File: config.mk
export PLATFORM = sky130hd
export DESIGN_NAME = pulse_swallow_divider
export DESIGN_NICKNAME = d
export VERILOG_FILES = /design/src/rtl/pswal_pkg.sv /design/src/rtl/pswal_prescaler.sv /design/src/rtl/pswal_swallow.sv /design/src/rtl/pswal_main_ctr.sv /design/src/rtl/pulse_swallow_divider.sv
export SDC_FILE = /design/constraint.sdc
export NUM_CORES = 1
export LEC_CHECK = 0
export BUFFER_PORTS_ARGS = -buffer_cell sky130_fd_sc_hd__buf_2
export CAP_MARGIN = 20
export CORE_MARGIN = 2
export CORE_UTILIZATION = 50
export DETAILED_ROUTE_END_ITERATION = 10
export PLACE_DENSITY = 0.71
export RECOVER_POWER = 50
export SYNTH_ARGS = -nofsm -noshare
export SYNTH_HDL_FRONTEND = slang
export SYNTH_SLANG_ARGS = --single-unit
export TNS_END_PERCENT = 5
File: constraint.sdc
create_clock -name clk_in -period 2.5 [get_ports clk_in]
set_input_delay 0.125 -clock clk_in [delete_from_list [all_inputs] [get_ports clk_in]]
set_output_delay 0.125 -clock clk_in [all_outputs]
set_load 0.01 [all_outputs]
File: src/rtl/pswal_pkg.sv
package pswal_pkg;
  localparam int unsigned PSW_M_W     = 9;
  localparam int unsigned PSW_A_W     = 4;
  localparam int unsigned PSW_DIR_M_W = 7;
  localparam int unsigned PSW_PRE_DIV = 10;

  typedef enum logic {
    PSW_MOD_BASE  = 1'b0,
    PSW_MOD_PLUS1 = 1'b1
  } psw_mod_e;
endpackage

File: src/rtl/pswal_prescaler.sv
// Dual-modulus prescaler: divides by PRE_DIV or PRE_DIV+1, or passes every
// enabled cycle through as a tick when bypassed.
module pswal_prescaler
  import pswal_pkg::*;
#(
  parameter int unsigned PRE_DIV = PSW_PRE_DIV
) (
  input  logic                             clk,
  input  logic                             rst_n,
  input  logic                             en,
  input  logic                             bypass,
  input  psw_mod_e                         mod_sel,
  output logic                             tick,
  output logic [$clog2(PRE_DIV+1)-1:0]     cnt_o
);
  localparam int unsigned CW = $clog2(PRE_DIV + 1);
  localparam logic [CW-1:0] LAST_BASE  = CW'(PRE_DIV - 1);
  localparam logic [CW-1:0] LAST_PLUS1 = CW'(PRE_DIV);

  logic [CW-1:0] cnt_q;
  logic [CW-1:0] cnt_d;
  logic          at_last;

  always_comb begin
    if (mod_sel == PSW_MOD_PLUS1) begin
      at_last = (cnt_q == LAST_PLUS1);
    end else begin
      at_last = (cnt_q == LAST_BASE);
    end
    tick  = en & (bypass | at_last);
    cnt_d = tick ? '0 : cnt_q + 1'b1;
  end

  always_ff @(posedge clk or negedge rst_n) begin
    if (!rst_n) begin
      cnt_q <= '0;
    end else if (en) begin
      cnt_q <= cnt_d;
    end
  end

  assign cnt_o = cnt_q;
endmodule

File: src/rtl/pswal_swallow.sv
// Swallow counter: requests the larger modulus while its count is non-zero.
module pswal_swallow
  import pswal_pkg::*;
#(
  parameter int unsigned A_W = PSW_A_W
) (
  input  logic           clk,
  input  logic           rst_n,
  input  logic           load,
  input  logic [A_W-1:0] load_val,
  input  logic           dec,
  output psw_mod_e       mod_sel,
  output logic [A_W-1:0] cnt_o
);
  logic [A_W-1:0] cnt_q;
  logic [A_W-1:0] cnt_d;
  logic           nonzero;
  logic           cnt_en;

  always_comb begin
    nonzero = |cnt_q;
    mod_sel = nonzero ? PSW_MOD_PLUS1 : PSW_MOD_BASE;
    cnt_en  = load | (dec & nonzero);
    cnt_d   = load ? load_val : cnt_q - 1'b1;
  end

  always_ff @(posedge clk or negedge rst_n) begin
    if (!rst_n) begin
      cnt_q <= '0;
    end else if (cnt_en) begin
      cnt_q <= cnt_d;
    end
  end

  assign cnt_o = cnt_q;
endmodule

File: src/rtl/pswal_main_ctr.sv
// Main counter: counts prescaler ticks down to zero; terminal count ends a period.
module pswal_main_ctr
  import pswal_pkg::*;
#(
  parameter int unsigned M_W = PSW_M_W
) (
  input  logic           clk,
  input  logic           rst_n,
  input  logic           load,
  input  logic [M_W-1:0] load_val,
  input  logic           tick,
  output logic           term,
  output logic [M_W-1:0] cnt_o
);
  logic [M_W-1:0] cnt_q;
  logic [M_W-1:0] cnt_d;
  logic           cnt_en;

  always_comb begin
    term   = tick & (cnt_q == '0);
    cnt_en = load | tick;
    cnt_d  = load ? load_val : cnt_q - 1'b1;
  end

  always_ff @(posedge clk or negedge rst_n) begin
    if (!rst_n) begin
      cnt_q <= '0;
    end else if (cnt_en) begin
      cnt_q <= cnt_d;
    end
  end

  assign cnt_o = cnt_q;
endmodule

File: src/rtl/pulse_swallow_divider.sv
module pulse_swallow_divider
  import pswal_pkg::*;
#(
  parameter int unsigned M_W     = PSW_M_W,
  parameter int unsigned A_W     = PSW_A_W,
  parameter int unsigned DIR_M_W = PSW_DIR_M_W,
  parameter int unsigned PRE_DIV = PSW_PRE_DIV
) (
  input  logic           clk_in,
  input  logic           rst_n,
  input  logic [M_W-1:0] m_val,
  input  logic [A_W-1:0] a_val,
  input  logic           pre_en,
  input  logic           direct_mode,
  output logic           fp
);
  localparam int unsigned PCW = $clog2(PRE_DIV + 1);

  logic           running_q;
  logic           byp_q;
  logic           fp_q;
  logic           load;
  logic           pre_tick;
  logic           term;
  psw_mod_e       mod_sel;
  logic [M_W-1:0] m_eff;
  logic [A_W-1:0] a_eff;
  logic [PCW-1:0] pre_cnt;
  logic [A_W-1:0] sw_cnt;
  logic [M_W-1:0] main_cnt;

  // Direct-interface masking of the upper M bits.
  generate
    if (DIR_M_W < M_W) begin : g_mask
      always_comb begin
        m_eff = direct_mode ? {{(M_W-DIR_M_W){1'b0}}, m_val[DIR_M_W-1:0]} : m_val;
      end
    end else begin : g_nomask
      always_comb begin
        m_eff = m_val;
      end
    end
  endgenerate

  always_comb begin
    a_eff = pre_en ? '0 : a_val;   // swallow path idle in bypass
    load  = ~running_q | term;     // start after reset, or period end
  end

  always_ff @(posedge clk_in or negedge rst_n) begin
    if (!rst_n) begin
      running_q <= 1'b0;
    end else if (!running_q) begin
      running_q <= 1'b1;
    end
  end

  always_ff @(posedge clk_in or negedge rst_n) begin
    if (!rst_n) begin
      byp_q <= 1'b0;
    end else if (load) begin
      byp_q <= pre_en;
    end
  end

  always_ff @(posedge clk_in or negedge rst_n) begin
    if (!rst_n) begin
      fp_q <= 1'b0;
    end else begin
      fp_q <= term;
    end
  end

  pswal_prescaler #(.PRE_DIV(PRE_DIV)) pre_i (
    .clk     (clk_in),
    .rst_n   (rst_n),
    .en      (running_q),
    .bypass  (byp_q),
    .mod_sel (mod_sel),
    .tick    (pre_tick),
    .cnt_o   (pre_cnt)
  );

  pswal_swallow #(.A_W(A_W)) swl_i (
    .clk      (clk_in),
    .rst_n    (rst_n),
    .load     (load),
    .load_val (a_eff),
    .dec      (pre_tick),
    .mod_sel  (mod_sel),
    .cnt_o    (sw_cnt)
  );

  pswal_main_ctr #(.M_W(M_W)) main_i (
    .clk      (clk_in),
    .rst_n    (rst_n),
    .load     (load),
    .load_val (m_eff),
    .tick     (pre_tick),
    .term     (term),
    .cnt_o    (main_cnt)
  );

  assign fp = fp_q;
endmodule

==> results.cfg <==
[yosys]
synth-edff-count = 0
synth_commonest_cells = 20 x dfrtp_1, 9 x inv_1, 8 x mux2i_1
ys_seq_elements = 20
synth.cell_area_um2 = 1240
syn_inst = 118
ys_warn_count = 0
yosysMostFrequentCell = dfrtp_1
yosys-top-cells-area = dfrtp_1 40%, mux2i_1 6.5%, mux2_4 3.6%
synth_flop_cell = dfrtp_1
yosysTopAreaCell = dfrtp_1
syn-num-nets = 138
yosys.area.top_type_share = 0.403
async_flop_share = 1.00
yosysSeqAreaShare = 0.403
synth.avg_cell_area_um2 = 10.5
synth_cell_types = 44

[floorplan]
io-pin-count = 18
coreArea_um2 = 2410
rows = 18
initial_core_util = 0.515
die-area_um2 = 2900
die_w_um = 53.8
die_y_um = 53.8

[cells_and_area]
drive_above_1_share = 0.259
fin_area_um2 = 1400
fillers = 219
stdcell_count = 169
multi_input_area_um2 = 692
regArea_um2 = 500
antennaDiodeCount = 0
area_growth_pct = 12.9
final_net_count = 160
utilization = 0.582

[detailed_routing]
viasPerCell = 5.98
drt-total-wl_um = 2760
drtIter0Drc = 27
routedWlPerCell_um = 16.3
dr_total_vias = 1011
first_pass_iters = 4
drc_errors = 0
drtAntennaViolNets = 0

[global_routing]
grt_pass1_wl_um = 4750
grt_max_degree = 21
antenna_found_initial = 0
grt_usage = 0.231
grt_overflow_total = 0
grt_pass1_vias = 978

[place]
io_buffers = 17
placed_cells = 164
place_area_um2 = 1360
dp_hpwl_um = 2060
dp_slack_ps = 363
gp_congestion = 0.821

[sta]
clock.fmax_ghz = 0.460
min_period_ps = 2170
finClkSkew_ps = 8.17
fin_crit_sh = 0.870
final-setup-viol-count = 0
relSlewSlack = 0.259
fin_ws_ps = 326
worst_pin_slew_ps = 1110
hold_viol = 0
rsz0062_at_grt = no
setup_tns_ps = 0
maxSlewViolCount = 0

[critical_path]
worstSetupStartpointType = flop
max_stage_delay_ps = 410
path_class = reg -> reg
critPathSlowestCell = dfrtp_1
critical_path_buf_inv_count = 1
end_kind = flop
crit_fanout = 9
arrival_ps = 2380
cp_cell_sequence = inv_1, ha_1, nor3b_2, a31oi_2, a21oi_4, mux2_4
crit_required_ps = 2710
critPathTopFamily = compound AO/OA/AOI/OAI gates

[power]
leakagePower_nw = 0.635
power.density_nw_per_um2 = 785
ir_drop_v = 0.000530

[clock_network]
htree_levels = 1
clk_latency_ps = 310
cts_buffer_depth = 2
clk_pin_slew_ps = 130
cts_root_buffer = clkbuf_4
numCtsBuffers = 3
numClockSinks = 20
cts_setup_buffers = 0
cts_hold_buffers = 1
cts_tree = built
cts_resized = 0

[run]
max_cap_violations = 0

[min_path]
hp-class = in -> reg

[status]
status = completed
[placed cells by master (no fill, tap or decap), drive strengths merged, types with 2 or more instances in the layout]
cell / count
o21ai: 5
xor2: 4
ha: 3
nor2b: 2
a22oi: 4
mux2: 4
nor2: 7
mux2i: 9
nand3: 5
dfrtp: 20
o22ai: 5
nor4: 2
or3b: 2
buf: 17
nor3: 5
inv: 9
and4bb: 2
o2111ai: 2
o2bb2ai: 2
clkbuf: 5
nand2b: 4
nand2: 2
[cells by family after synthesis]
kind of cell | Yosys count | synth area share
muxes | 13 | 0.128
buffers and inverters | 11 | 0.0393
and+or+nand+nor | 36 | 0.175
DFF | 20 | 0.403
xor gates and xnor gates | 5 | 0.0353
other | 1 | 0.00302
AOI/OAI and AO/OA | 29 | 0.185
adders and majority gates | 3 | 0.0302
[power by group]
| group | leakage (nW) | internal (mW) | total, mW | switching (mW) |
|---|---|---|---|---|
| registers | 0.247 | 0.410 | 0.502 | 0.0915 |
| clock network | 0.0210 | 0.0890 | 0.198 | 0.109 |
| logic | 0.367 | 0.194 | 0.400 | 0.206 |
| total | 0.635 | 0.693 | 1.10 | 0.407 |
[state kept, by name, summed over array words and instances, names as in the netlist]
name          cells
byp_q             1
fp                1
main_i.cnt_o      9
pre_i.cnt_o       4
running_q         1
swl_i.cnt_o       4
[area by class of cell]
type,count,share of cell area
multi-input cells,87,0.494
inverters,9,0.0241
repair buffers,19,0.0723
well taps,30,0.0268
clock buffers,4,0.0259
flip-flops and latches,20,0.357
[per-stage QoR]
| stage | total power, mW | hold WS, ps |
|---|---|---|
| 3_5_place_dp | 0.904 | 100 |
| 2_1_floorplan | 0.811 | -171 |
| 6_report | 1.10 | 69.0 |
| 5_1_grt | 1.18 | 77.1 |
| 3_3_place_gp | 0.872 | 96.7 |
| 4_1_cts | 1.10 | 67.9 |
[per-layer routing]
metal,track usage,wire length [um],up-vias,share of wire
met5,0,0,-,0
met4,0.111,55,0,0.020
met3,0.0361,151,8,0.055
met2,0.319,1290,38,0.47
met1,0.346,1260,475,0.46
li1,-,-,490,-
[worst paths after layout]
path / startpoint / to / slack (ps) / cells after the start
hold / removal: m_val[8] / main_i.cnt_o[8] / 70 / 2
min in group asynchronous: rst_n / fp / 520 / 2
max in group asynchronous: rst_n / running_q / 1310 / 2
setup / recovery: main_i.cnt_o[0] / swl_i.cnt_o[1] / 330 / 6
hold reg to reg: main_i.cnt_o[8] / main_i.cnt_o[8] / 520 / 1
setup reg to reg: main_i.cnt_o[0] / swl_i.cnt_o[1] / 330 / 6
No activity file was read; power rests on OpenSTA's default activity.
